`src/rtl/alu8_pkg.sv`:
```
// Shared definitions for the 8-bit ALU: operation codes and the status
// bit positions. Assumes an 8-bit status byte with a fixed bit order.
package alu8_pkg;

    localparam int OP_W   = 5;
    localparam int FLAG_W = 8;

    // Status bit positions (order is visible to software; keep it fixed)
    localparam int FB_C = 0;
    localparam int FB_Z = 1;
    localparam int FB_N = 2;
    localparam int FB_V = 3;
    localparam int FB_S = 4;
    localparam int FB_H = 5;
    localparam int FB_T = 6;
    localparam int FB_I = 7;

    typedef enum logic [OP_W-1:0] {
        OP_ADD  = 5'd0,
        OP_ADC  = 5'd1,
        OP_SUB  = 5'd2,
        OP_SBC  = 5'd3,
        OP_CMP  = 5'd4,
        OP_CPC  = 5'd5,
        OP_AND  = 5'd6,
        OP_OR   = 5'd7,
        OP_XOR  = 5'd8,
        OP_COM  = 5'd9,
        OP_NEG  = 5'd10,
        OP_INC  = 5'd11,
        OP_DEC  = 5'd12,
        OP_LSR  = 5'd13,
        OP_ROL  = 5'd14,
        OP_ROR  = 5'd15,
        OP_ASR  = 5'd16,
        OP_SWAP = 5'd17,
        OP_BSET = 5'd18,
        OP_BCLR = 5'd19
    } alu_op_e;

endpackage

```
`src/rtl/alu8_addsub.sv`:
```
// Adder/subtractor shared by all add, subtract, compare and negate
// operations. Produces carry or borrow out of the top bit, the half
// carry/borrow at the nibble boundary and the signed overflow.
// Assumes DATA_W is even.
module alu8_addsub #(
    parameter int DATA_W = 8
) (
    input  logic [DATA_W-1:0] a,
    input  logic [DATA_W-1:0] b,
    input  logic              cin,
    input  logic              sub,
    output logic [DATA_W-1:0] res,
    output logic              cout,
    output logic              half,
    output logic              ovf
);
    localparam int MSB = DATA_W - 1;
    localparam int NIB = DATA_W / 2;

    logic [DATA_W:0] full;
    logic [NIB:0]    low;

    // Full-width and low-nibble sums or differences with carry/borrow in
    always_comb begin
        if (sub) begin
            full = {1'b0, a} - {1'b0, b} - {{DATA_W{1'b0}}, cin};
            low  = {1'b0, a[NIB-1:0]} - {1'b0, b[NIB-1:0]} - {{NIB{1'b0}}, cin};
        end else begin
            full = {1'b0, a} + {1'b0, b} + {{DATA_W{1'b0}}, cin};
            low  = {1'b0, a[NIB-1:0]} + {1'b0, b[NIB-1:0]} + {{NIB{1'b0}}, cin};
        end
    end

    assign res  = full[MSB:0];
    assign cout = full[DATA_W];
    assign half = low[NIB];

    // Signed overflow from operand and result sign bits
    always_comb begin
        if (sub) ovf = (a[MSB] != b[MSB]) && (res[MSB] != a[MSB]);
        else     ovf = (a[MSB] == b[MSB]) && (res[MSB] != a[MSB]);
    end

endmodule

```
`src/rtl/alu8_bitops.sv`:
```
// Logical, increment/decrement, shift, rotate and nibble-swap datapath.
// cout carries the bit shifted out for the shift and rotate operations.
// Assumes DATA_W is even.
module alu8_bitops
    import alu8_pkg::*;
#(
    parameter int DATA_W = 8
) (
    input  alu_op_e           op,
    input  logic [DATA_W-1:0] a,
    input  logic [DATA_W-1:0] b,
    input  logic              cin,
    output logic [DATA_W-1:0] res,
    output logic              cout
);
    localparam int MSB = DATA_W - 1;
    localparam int NIB = DATA_W / 2;

    // Operation select for the non-adder results
    always_comb begin
        res  = a;
        cout = cin;
        case (op)
            OP_AND:  res = a & b;
            OP_OR:   res = a | b;
            OP_XOR:  res = a ^ b;
            OP_COM:  res = ~a;
            OP_INC:  res = a + {{(DATA_W-1){1'b0}}, 1'b1};
            OP_DEC:  res = a - {{(DATA_W-1){1'b0}}, 1'b1};
            OP_LSR:  begin res = {1'b0, a[MSB:1]};   cout = a[0];   end
            OP_ROL:  begin res = {a[MSB-1:0], cin};  cout = a[MSB]; end
            OP_ROR:  begin res = {cin, a[MSB:1]};    cout = a[0];   end
            OP_ASR:  begin res = {a[MSB], a[MSB:1]}; cout = a[0];   end
            OP_SWAP: res = {a[NIB-1:0], a[MSB:NIB]};
            default: res = a;
        endcase
    end

endmodule

```
`src/rtl/alu8_flag_reg.sv`:
```
// Status register with a per-bit update mask. A bit whose mask is set
// takes the new value; the others keep the stored value. Loads on clk
// when load is high; synchronous active-low reset clears all bits.
module alu8_flag_reg #(
    parameter int FLAG_W = 8
) (
    input  logic              clk,
    input  logic              rst_n,
    input  logic              load,
    input  logic [FLAG_W-1:0] vals,
    input  logic [FLAG_W-1:0] mask,
    output logic [FLAG_W-1:0] merged,
    output logic [FLAG_W-1:0] status_q
);
    for (genvar i = 0; i < FLAG_W; i++) begin : g_bit
        // Merge the new value with the held one per the mask
        assign merged[i] = mask[i] ? vals[i] : status_q[i];

        // Hold one status bit
        always_ff @(posedge clk) begin
            if (!rst_n)    status_q[i] <= 1'b0;
            else if (load) status_q[i] <= merged[i];
        end
    end

endmodule

```
`src/rtl/alu8_status_unit.sv`:
```
// 8-bit ALU with a registered status byte. Result, write strobe and the
// next status byte are combinational from the inputs and the stored
// flags; the status byte loads on the clock edge when op_en is high.
// Assumes unused operation codes act as no-ops (no write, no flags).
module alu8_status_unit
    import alu8_pkg::*;
#(
    parameter int DATA_W = 8
) (
    input  logic              clk,
    input  logic              rst_n,
    input  logic              op_en,
    input  logic [OP_W-1:0]   op_code,
    input  logic [DATA_W-1:0] opa,
    input  logic [DATA_W-1:0] opb,
    input  logic [2:0]        bit_sel,
    output logic [DATA_W-1:0] result,
    output logic              result_we,
    output logic [FLAG_W-1:0] flags_next,
    output logic [FLAG_W-1:0] status
);
    localparam int MSB = DATA_W - 1;
    localparam logic [DATA_W-1:0] MIN_NEG = {1'b1, {(DATA_W-1){1'b0}}};
    localparam logic [DATA_W-1:0] MAX_POS = {1'b0, {(DATA_W-1){1'b1}}};
    localparam logic [FLAG_W-1:0] ARITH_MASK =
        FLAG_W'((1 << FB_H) | (1 << FB_S) | (1 << FB_V) | (1 << FB_N) | (1 << FB_Z) | (1 << FB_C));
    localparam logic [FLAG_W-1:0] LOGIC_MASK =
        FLAG_W'((1 << FB_S) | (1 << FB_V) | (1 << FB_N) | (1 << FB_Z));
    localparam logic [FLAG_W-1:0] SHIFT_MASK = LOGIC_MASK | FLAG_W'(1 << FB_C);

    alu_op_e           op;
    logic [DATA_W-1:0] as_a, as_b, as_res, bo_res;
    logic              as_cin, as_sub, as_cout, as_half, as_ovf, bo_cout;
    logic              use_adder;
    logic [FLAG_W-1:0] vals, mask;

    assign op = alu_op_e'(op_code);

    // Operand and carry-in selection for the adder
    always_comb begin
        as_a   = opa;
        as_b   = opb;
        as_cin = 1'b0;
        as_sub = 1'b0;
        case (op)
            OP_ADC:         as_cin = status[FB_C];
            OP_SUB, OP_CMP: as_sub = 1'b1;
            OP_SBC, OP_CPC: begin as_sub = 1'b1; as_cin = status[FB_C]; end
            OP_NEG:         begin as_a = '0; as_b = opa; as_sub = 1'b1; end
            default: ;
        endcase
    end

    alu8_addsub #(.DATA_W(DATA_W)) addsub_i (
        .a(as_a), .b(as_b), .cin(as_cin), .sub(as_sub),
        .res(as_res), .cout(as_cout), .half(as_half), .ovf(as_ovf)
    );

    alu8_bitops #(.DATA_W(DATA_W)) bitops_i (
        .op(op), .a(opa), .b(opb), .cin(status[FB_C]),
        .res(bo_res), .cout(bo_cout)
    );

    // Result source and write-back strobe
    always_comb begin
        use_adder = op inside {OP_ADD, OP_ADC, OP_SUB, OP_SBC, OP_CMP, OP_CPC, OP_NEG};
        result    = use_adder ? as_res : bo_res;
        result_we = (op <= OP_SWAP) && !(op inside {OP_CMP, OP_CPC});
    end

    // New flag values and the set of bits each operation may change
    always_comb begin
        vals       = '0;
        mask       = '0;
        vals[FB_N] = result[MSB];
        vals[FB_Z] = (result == '0);
        case (op)
            OP_ADD, OP_ADC, OP_SUB, OP_CMP, OP_NEG: begin
                mask       = ARITH_MASK;
                vals[FB_C] = as_cout;
                vals[FB_H] = as_half;
                vals[FB_V] = as_ovf;
            end
            OP_SBC, OP_CPC: begin
                mask       = ARITH_MASK;
                vals[FB_C] = as_cout;
                vals[FB_H] = as_half;
                vals[FB_V] = as_ovf;
                vals[FB_Z] = (result == '0) && status[FB_Z];
            end
            OP_AND, OP_OR, OP_XOR: mask = LOGIC_MASK;
            OP_INC: begin mask = LOGIC_MASK; vals[FB_V] = (opa == MAX_POS); end
            OP_DEC: begin mask = LOGIC_MASK; vals[FB_V] = (opa == MIN_NEG); end
            OP_COM: begin mask = SHIFT_MASK; vals[FB_C] = 1'b1; end
            OP_LSR, OP_ROL, OP_ROR, OP_ASR: begin
                mask       = SHIFT_MASK;
                vals[FB_C] = bo_cout;
                vals[FB_V] = result[MSB] ^ bo_cout;
            end
            OP_BSET: begin mask = FLAG_W'(1) << bit_sel; vals = '1; end
            OP_BCLR: begin mask = FLAG_W'(1) << bit_sel; vals = '0; end
            default: mask = '0;
        endcase
        if (!(op inside {OP_BSET, OP_BCLR}))
            vals[FB_S] = vals[FB_N] ^ vals[FB_V];
    end

    alu8_flag_reg #(.FLAG_W(FLAG_W)) flags_i (
        .clk(clk), .rst_n(rst_n), .load(op_en),
        .vals(vals), .mask(mask), .merged(flags_next), .status_q(status)
    );

endmodule

```
`config.mk`:
```
export PLATFORM = sky130hd
export DESIGN_NAME = alu8_status_unit
export DESIGN_NICKNAME = d
export VERILOG_FILES = /design/src/rtl/alu8_pkg.sv /design/src/rtl/alu8_addsub.sv /design/src/rtl/alu8_bitops.sv /design/src/rtl/alu8_flag_reg.sv /design/src/rtl/alu8_status_unit.sv
export SDC_FILE = /design/constraint.sdc
export NUM_CORES = 1
export LEC_CHECK = 0
export CELL_PAD_IN_SITES_DETAIL_PLACEMENT = 2
export CELL_PAD_IN_SITES_GLOBAL_PLACEMENT = 2
export CORE_ASPECT_RATIO = 0.8
export CORE_MARGIN = 3
export CORE_UTILIZATION = 37
export CTS_CLUSTER_SIZE = 10
export DETAILED_ROUTE_END_ITERATION = 10
export DONT_BUFFER_PORTS = 1
export PLACE_DENSITY = 0.94
export REMOVE_ABC_BUFFERS = 1
export SETUP_SLACK_MARGIN = 0.3
export SLEW_MARGIN = 20
export SYNTH_ARGS = -nofsm -noshare
export SYNTH_HDL_FRONTEND = slang
export SYNTH_SLANG_ARGS = --single-unit
export TNS_END_PERCENT = 1
```
`constraint.sdc`:
```
create_clock -name clk -period 5.6 [get_ports clk]
set_input_delay 0 -clock clk [delete_from_list [all_inputs] [get_ports clk]]
set_output_delay 0 -clock clk [all_outputs]
set_load 0.01 [all_outputs]
```
# --- Word level (Yosys, flattened, before mapping) ---
# Cells that the tools add are included.
word_totals:
  output_inout_bits: 25
  wordCells: 97
  regBits: 8
classes:
  magnitude_cmp: 1
  reduce_logical: 20
  bitwise_logic: 6
  addsub: 10
  n_shift: 1
  n_mux: 27
  n_eq_ne: 24
ops:
  columns: ["cell", "count"]
  rows:
  - ["$pmux 8 s11", 1]
  - ["$eq 5x4->1 const B", 8]
  - ["$pmux 8 s4", 1]
  - ["$mux 8", 3]
  - ["$eq 5x3->1 const B", 4]
  - ["$eq 5x5->1 const B", 4]
  - ["$reduce_or 5->1", 3]
  - ["$mux 1", 13]
  - ["$eq 5x2->1 const B", 2]
  - ["$add 8x8->9", 1]
  - ["$add 9x1->9", 1]
  - ["$mux 9", 1]
  - ["$sub 8x8->9", 1]
  - ["$sub 9x1->9", 1]
  - ["$add 8x1->8 const B", 1]
  - ["$and 8x8->8", 1]
  - ["$eq 8x7->1 const B", 1]
  - ["$eq 8x8->1 const B", 1]
  - ["$logic_not 8->1", 1]
  - ["$not 8->8", 1]
  - ["$or 8x8->8", 1]
  - ["$shl 1x3->8 const A", 1]
  - ["$sub 8x1->8 const B", 1]
  - ["$xor 8x8->8", 1]
  - ["other kinds (23)", 35]

# --- Depth between registers and ports, before layout ---
# Gate-level depths: netlist (run 1).
depth:
  word_depth: 12
  mapped_depth: 18

# --- By module ---
# A second synthesis (run 1) with hierarchy kept.
unflattened:
  cells_unflattened: 469
  hier_area_um2: 3510.9
by_module_without_submodules:
  columns: ["mod", "area_per_inst_um2", "cells_per_inst", "n_inst"]
  rows:
  - ["alu8_bitops", 1285.0, 175, 1]
  - ["alu8_addsub", 983.4, 133, 1]
  - ["alu8_status_unit", 785.8, 110, 1]
  - ["alu8_flag_reg", 456.7, 51, 1]

# --- Least setup slack after synthesis (run 1) ---
# No wires, ideal clock.
synth_timing:
  path_type: "in2out"
  startpoint: "input port op_code[3]"
  endpoint: "output port flags_next[1]"
  path_stages: 17
  slack_ns: 1.627
  arrival_time_ns: 3.973
  required_time_ns: 5.600
  cell_sequence: "buf_6 > buf_2 > buf_4 > buf_2 > or4_1 > inv_1 > fa_1 > inv_1 > fa_1 > nand2b_1 > a2111oi_0 > nor4_1 > nor3_1 > o21ai_0 > a22o_1 > or4_4 > a31oi_1"
synth_via:
  elab_chain_cells: 10
synth_lines:
  columns: ["item", "line", "source"]
  rows:
  - ["start, declared", "alu8_status_unit.sv:13", "input logic [OP_W-1:0] op_code,"]
  - ["$eq 5x4->1, or another cell as far along", "alu8_status_unit.sv:45, alu8_status_unit.sv:66", null]
  - ["$mux 8 / $reduce_or 3->1 (equally long branches)", null, null]
  - ["$add 8x8->9, or another cell as far along", "alu8_addsub.sv:29", "full = {1'b0, a} + {1'b0, b} + {{DATA_W{1'b0}}, cin};"]
  - ["$add 9x1->9 / $sub 9x1->9 (equally long branches)", "alu8_addsub.sv:29, alu8_addsub.sv:26", null]
  - ["$mux 9", "alu8_addsub.sv:25", "if (sub) begin"]
  - ["$mux 8 *", "alu8_status_unit.sv:67", "result = use_adder ? as_res : bo_res;"]
  - ["named net result[6]", "alu8_status_unit.sv:17", "output logic [DATA_W-1:0] result,"]
  - ["$logic_not 8->1 *", "alu8_status_unit.sv:76, alu8_status_unit.sv:89", null]
  - ["$logic_and 1x1->1", "alu8_status_unit.sv:89", "vals[FB_Z] = (result == '0) && status[FB_Z];"]
  - ["$pmux 1 s3 *", "alu8_status_unit.sv:77", "case (op)"]
  - ["$mux 1 *", "alu8_flag_reg.sv:17", "assign merged[i] = mask[i] ? vals[i] : status_q[i];"]
  - ["end, declared", "alu8_status_unit.sv:19", "output logic [FLAG_W-1:0] flags_next,"]
# The timed path passes the listed nets; every way through them passes the cells marked *.

# --- Worst setup path in the final report (run 1) ---
layout_timing:
  startpoint: "input port op_code[3]"
  endpoint: "register flags_i.status_q[0]"
layout_via:
  elab_chain_cells: 7
layout_lines:
  columns: ["item", "line", "source"]
  rows:
  - ["$eq 5x4->1, or another cell as far along", "alu8_status_unit.sv:45, alu8_status_unit.sv:77", null]
  - ["$mux 8 / $reduce_or 3->1 (equally long branches)", null, null]
  - ["$add 8x8->9, or another cell as far along", "alu8_addsub.sv:29", null]
  - ["$add 9x1->9 / $sub 9x1->9 (equally long branches)", "alu8_addsub.sv:29, alu8_addsub.sv:26", null]
  - ["$mux 9", "alu8_addsub.sv:25", null]
  - ["$pmux 1 s3", "alu8_status_unit.sv:77", null]
  - ["$mux 1 *", "alu8_flag_reg.sv:17", null]
  - ["end signal, assigned by index", "alu8_flag_reg.sv:22", "else if (load) status_q[i] <= merged[i];"]
  - ["end, declared", "alu8_flag_reg.sv:13", "output logic [FLAG_W-1:0] status_q"]
# Mark *: on every way between the ends. The rest lies on a longest branch, timed or not.
# A chain may end at the register's enable or synchronous reset.

==> results of run 1 <==
[worst register-to-register path: stages (launching register included)]
cell	delay (ps)
dfxtp_1	430
nand2_1	160
or4_1	480
inv_1	100
fa_1	170
inv_1	70
fa_1	430
nand2b_1	190
a2111oi_0	820
o31ai_1	250
xor2_1	200
a221oi_1	520
nor2_1	200
a21oi_1	170
dlygate4sd3_1	560
[logic make-up after synthesis]
logic type      Yosys count
compound gates          161
fa+ha+maj                46
simple gates            175
mux                      10
buf+inv                  73
xor+xnor                 16
flops                     8
[power by group through the flow]
stage,Clock (µW),Sequential [µW],Combinational [µW]
after floorplan,0,66.7,223
after global placement,0,67.8,286
after detailed placement,0,68.1,303
after CTS,129,67.4,315
after global routing,131,67.8,352
final,131,67.5,324
[per-stage QoR]
step | hold WS (ps) | power (µW) | area (µm²) | cells
6_report | 12.2 | 523 | 3530 | 579
5_1_grt | 34.5 | 551 | 3530 | 579
4_1_cts | 10.6 | 512 | 3530 | 579
3_5_place_dp | 102 | 372 | 3420 | 573
3_3_place_gp | 92.6 | 354 | 3420 | 573
2_1_floorplan | 83.9 | 290 | 3270 | 460
[cell type report]
class                           count  area [µm²]
Inverter                           44         165
Multi-Input combinational cell    408        2960
Tap cell                          112         140
Timing Repair Buffer                4        37.5
Clock buffer                        3        75.1
Fill cell                        1037        5250
Sequential cell                     8         160
[layer usage]
metal,GRT usage,vias to the layer above,share of wire
li1,-,1746,-
met1,0.381,1946,0.42
met2,0.462,212,0.44
met3,0.0836,56,0.10
met4,0.0920,0,0.037
met5,0,-,0
[final timing paths]
kind,end,slack [ps],cells past startpoint
max reg2reg,flags_i.status_q[0],800,14
max,flags_i.status_q[0],780,17
min,flags_i.status_q[2],10,2
min reg2reg,flags_i.status_q[5],630,2
[layout by cell type, fill, tap and decap left out, drive strengths merged, types with 3 or more instances in the layout]
cell,count
inv,44
ha,41
nand2,40
o21ai,38
nor2,33
a21oi,33
nor2b,18
xnor2,12
nand3,12
nand2b,10
a211oi,9
nor3,9
a21o,9
mux2i,9
dfxtp,8
a22oi,7
a221oi,7
a31oi,7
and3,6
a32oi,6
nor3b,6
o31ai,5
a211o,5
o22ai,5
fa,5
or4,5
and2,5
or2,4
or3,4
xor2,4
nand4,4
nor4b,4
or3b,4
a22o,3
o21bai,3
clkbuf,3
dlygate4sd3,3
a41oi,3
==> key figures, run 1 <==
Yosys
  – Synthesized cell area: 0.00345 mm²
  – Mapped Cells: 489
  – Post-Syn Area per Cell: 7.06 µm²
  – Mux share of post-synthesis cell area: 0.0294
  – Synth top cells by count: inv_1, ha_1, nand2_1
  – Post-Synth XOR/XNOR Area: 0.0406
  – Syn. warnings: 0
  – Cell taking the most area after synthesis: ha_1
  – Simple-Gate Fraction of Synth Area: 0.286
  – Ys async rst share: 0
  – Number of synthesized flops with an enable pin: 0
  – Synth area leaders: ha_1, o21ai_0, a21oi_1
  – Register area share after synthesis: 0.0464
  – Synth Area in Adders: 0.178
  – Cell with the most instances after synthesis: inv_1
  – Count of cell types in the netlist: 74
  – Top_reg_cell synth: dfxtp_1
  – Largest family of logic cells by synthesized area: compound AO/OA/AOI/OAI gates
  – Post-synth top area share: 0.149
  – Post-synthesis compound-gate area fraction: 0.321
  – Number of synthesized register bits: 8

Detailed routing
  – Total number of vias: 3960
  – WL per Instance: 27.5 µm
  – Via/cell ratio: 6.84
  – Initial DRC Count: 484
  – DRC errors left: 0
  – Final ANT Viol Nets: 0
  – First drt pass iteration count: 5
  – WL final: 15900 µm

GRT
  – Vias in the first global route: 4198
  – Total GRT Usage: 0.292
  – First-pass GRT wire length: 24400 µm
  – Largest net degree at the start of global routing: 47
  – Initial antenna violation count: 0
  – GRT overflow: 0

Clock network
  – Setup Buffers After CTS: 0
  – Clk sinks: 8
  – Later-pin clock latency in the skew report: 240 ps
  – CTS clk-pin slew, worst paths: 40 ps
  – Num CTS Buffers: 3
  – Root buf cell: clkbuf_16
  – Post-CTS Resized: 0
  – Clock Path Buffers: 2
  – CTS tree: yes
  – Post-CTS Hold Buffers: 3
  – H-tree depth: 1

Timing
  – Unrepaired setup endpoints after global routing: false
  – Setup TNS Final: 0 ps
  – Final setup viols: 0
  – Slew @ Worst Pin: 1080 ps
  – Slew margin rel.: 0.273
  – Tcrit/Tclk final: 0.860
  – Final Slew Violations: 0
  – Final Critical Period: 4820 ps
  – Fmax: 0.208 GHz
  – Clk_skew: 1.49 ps
  – Setup WS post-layout: 785 ps
  – Final Hold Vio Count: 0

Final layout
  – Max reg flops: 8
  – Regs by FF count: flags_i.status_q x8
  – Area Growth Syn to Fin: 2.36%
  – Most flop-heavy register: flags_i.status_q
  – Layout cells sized above 1: 0.0557
  – Number of antenna diodes: 0
  – Final Net Count: 542
  – Core Util, Final: 0.402

Worst setup path
  – Largest delay contributor family on the critical path: compound AO/OA/AOI/OAI gates
  – Maximum fanout along the worst path: 35
  – Worst path required time: 5780 ps
  – Critical Path AT: 5000 ps
  – Worst Setup End Kind: flip-flop
  – WS Path Type: input pin to flip-flop
  – Slowest stage delay, CP: 820 ps
  – Worst Setup SP: op_code[3]
  – R2R Path Start: flags_i.status_q[0]
  – Crit path cell chain: nor2b_1, nand2_1, buf_4, nor2_1, a21oi_1, inv_1, fa_1, inv_1, fa_1, nand2b_1, a2111oi_0, o31ai_1, xor2_1, a221oi_1, nor2_1, a21oi_1, dlygate4sd3_1
  – Crit path max-delay cell type: a2111oi_0
  – CP startpoint kind: input pin
  – Worst Path Buf+Inv: 4

Place
  – Setup WS pre-CTS: 920 ps
  – Gpl congestion: 0.944
  – Final HPWL from detailed placement: 11500 µm
  – Port Buf Inserts: 0

Worst hold path
  – Hold WC Path Type: input pin to flip-flop
  – Hold path startpoint: op_en

Die
  – Core area: 0.00878 mm²
  – Die Wd: 114 µm
  – Die Y: 92.4 µm
  – Die footprint: 0.0105 mm²
  – I/O Pins: 52
  – Initial Util: 0.393
  – Num rows: 30

Job
  – Total of max-cap violations: 0

Power
  – Leakage Power: 0.00154 µW
  – Peak supply drop: 0.0000809 V
  – Power share of the clock group: 0.251
  – Pwr/cell area: 148 mW/mm²
  – Switching Share: 0.471
  – Flop pwr share: 0.129
  – Switching power: 246 µW
  – Power share of the combinational group: 0.620
  – Pint: 277 µW

Status
  – Outcome: finished clean
Note: power is estimated with default switching activity, not from simulation.
==> run 2, diff against run 1 <==
ABC_AREA = 1   (was unset)
CORE_UTILIZATION = 34   (was 37)
PLACE_DENSITY = 0.95   (was 0.94)
REMOVE_ABC_BUFFERS = unset   (was 1)
==> key figures, run 2 <==
Detailed routing
  – Initial DRC Count: 222
  – WL per Instance: 19.4 µm
  – Total number of vias: 3704
  – WL final: 12900 µm
  – Final ANT Viol Nets: 0
  – Via/cell ratio: 5.58
  – First drt pass iteration count: 4
  – DRC errors left: 0

Yosys
  – Number of synthesized flops with an enable pin: 0
  – Synth top cells by count: nand2_1, inv_1, nor2_1
  – Ys async rst share: 0
  – Synth area leaders: ha_1, nand2_1, inv_1
  – Register area share after synthesis: 0.0506
  – Cell taking the most area after synthesis: ha_1
  – Cell with the most instances after synthesis: nand2_1
  – Synthesized cell area: 0.00316 mm²
  – Post-synth top area share: 0.162
  – Number of synthesized register bits: 8
  – Count of cell types in the netlist: 43
  – Mapped Cells: 553
  – Top_reg_cell synth: dfxtp_1
  – Syn_nets: 626
  – Post-Syn Area per Cell: 5.72 µm²
  – Syn. warnings: 0

Worst setup path
  – CP startpoint kind: input pin
  – Worst R2R End: flags_i.status_q[4]
  – Reg2Reg Setup Slack: 1870 ps
  – Largest delay contributor family on the critical path: simple AND/OR/NAND/NOR gates
  – WS Path Type: input pin to flip-flop
  – Crit path max-delay cell type: dlygate4sd3_1
  – Worst path required time: 5710 ps
  – Critical Path AT: 3840 ps
  – Worst Setup End Kind: flip-flop
  – Worst Path Buf+Inv: 5
  – Crit path top cell by count: nand2_1
  – R2R Path Start: flags_i.status_q[0]
  – R2R depth: 22
  – Slowest stage delay, CP: 560 ps
  – Maximum fanout along the worst path: 19

Die
  – Die footprint: 0.0105 mm²
  – Die Y: 92.3 µm
  – Core area: 0.00875 mm²
  – I/O Pins: 52
  – Num rows: 30
  – Die Wd: 114 µm
  – Initial Util: 0.362

GRT
  – Largest net degree at the start of global routing: 20
  – Total GRT Usage: 0.246
  – GRT overflow: 0
  – Initial antenna violation count: 0
  – First-pass GRT wire length: 21000 µm
  – Vias in the first global route: 4107

Timing
  – Final Slew Violations: 0
  – Fmax: 0.268 GHz
  – Clk_skew: 2.12 ps
  – Final Critical Period: 3730 ps
  – Tcrit/Tclk final: 0.667
  – Unrepaired setup endpoints after global routing: false
  – Setup TNS Final: 0 ps
  – Final Hold Vio Count: 1
  – Slew @ Worst Pin: 701 ps
  – Final hold slack: -0.231 ps
  – Final setup viols: 0
  – Slew margin rel.: 0.531

Clock network
  – Clock Path Buffers: 2
  – CTS clk-pin slew, worst paths: 40 ps
  – Setup Buffers After CTS: 0
  – Num CTS Buffers: 3
  – Root buf cell: clkbuf_16
  – Clk sinks: 8
  – CTS tree: yes
  – Later-pin clock latency in the skew report: 230 ps
  – H-tree depth: 1

Final layout
  – Most flop-heavy register: flags_i.status_q
  – Layout cells sized above 1: 0.0906
  – Final Instance Count excl. Fillers: 664
  – Area Growth Syn to Fin: 6.21%
  – Core Util, Final: 0.384
  – Number of antenna diodes: 0
  – Commonest non-fill, non-tap cell in the layout: nand2_1
  – Regs by FF count: flags_i.status_q x8
  – Max reg flops: 8
  – Most frequent cells in the layout: nand2_1, inv_1, nor2_1
  – Final Net Count: 627
  – Final instance area: 0.00336 mm²

Place
  – Placed instance area: 0.00325 mm²
  – Inst Count DP: 658
  – Gpl congestion: 0.894
  – Final HPWL from detailed placement: 10900 µm
  – Port Buf Inserts: 0

Power
  – Total power: 486 µW
  – Pint: 246 µW
  – Pwr/cell area: 145 mW/mm²
  – Flop pwr share: 0.142
  – Peak supply drop: 0.000168 V
  – Power share of the combinational group: 0.607
  – Leakage Power: 0.00186 µW
  – Switching Share: 0.492
  – Power share of the clock group: 0.251
  – Switching power: 239 µW

Worst hold path
  – End of the worst hold path: flags_i.status_q[2]
  – Hold WC Path Type: input pin to flip-flop
  – Hold path startpoint: rst_n
  – Hold Path Cell Cnt: 2

Status
  – Outcome: finished with violations
  – Failing checks: negative hold slack

Job
  – Total of max-cap violations: 0
run 2: cells by family after synthesis:
kind of cell,synth area share
flip-flops,0.0506
adder cells (fa/ha/maj),0.194
buffers and inverters,0.148
multiplexers,0.00316
AO/OA/AOI/OAI,0.193
XOR/XNOR,0.0111
AND/OR/NAND/NOR,0.401
run 2: final cells by class:
cell class	instances	area [µm²]
clock buffers	3	75.1
flip-flops and latches	8	160
fillers	1137	5390
inverters	110	418
multi-input cells	428	2540
repair buffers	3	30.0
well taps	112	140
run 2: repair_timing:
action	CTS	global route
hold buffers	3	0
endpoints found under the hold margin	4	0
gates resized for setup	0	0
run 2: worst register-to-register path, cell delays in order (launching register included):
cell	delay, ps
dfxtp_1	410
nand3_1	280
inv_1	110
fa_1	380
inv_1	110
ha_1	240
nand3_1	80
nand2_1	130
nand2_1	130
nand2_1	60
nand2_1	80
nand3_2	90
nand2_2	90
nand2_2	60
nand2_2	160
nand2_1	70
nand2_1	130
inv_1	60
o21ai_0	90
nand3_1	110
nand2_1	110
a21oi_2	60
dlygate4sd3_1	560
run 2: power by group through the flow:
stage,clock network [µW],registers (µW),logic [µW]
floorplan,0,67.5,221
global placement,0,69.5,266
detailed placement,0,69.9,289
CTS,123,69.0,295
global route,126,69.9,335
finish,122,68.8,295
run 2: layer usage:
| layer | routed length, µm | GRT usage | vias to the layer above |
|---|---|---|---|
| met5 | 0 | 0 | - |
| met4 | 162 | 0.0435 | 0 |
| met3 | 808 | 0.0435 | 16 |
| met2 | 6290 | 0.441 | 111 |
| met1 | 5630 | 0.310 | 1810 |
| li1 | - | - | 1767 |
run 2: metrics by stage:
stage                     worst slack, ps  hold WS (ps)
after detailed placement             1920          90.8
after global routing                 1350          30.4
after CTS                            1850          8.18
after global placement               2300          85.7
final                                1870        -0.231
after floorplan                      2580           138
run 2: how the worst max path moves through the flow:
stage	start	end	cells past startpoint
2_1_floorplan	op_code[1]	flags_i.status_q[0]	25
6_report	op_code[3]	flags_i.status_q[4]	25
3_3_place_gp	op_code[3]	flags_i.status_q[0]	24
3_5_place_dp	op_code[3]	flags_i.status_q[0]	24
4_1_cts	op_code[3]	flags_i.status_q[4]	25
5_1_grt	op_code[3]	flags_i.status_q[4]	25
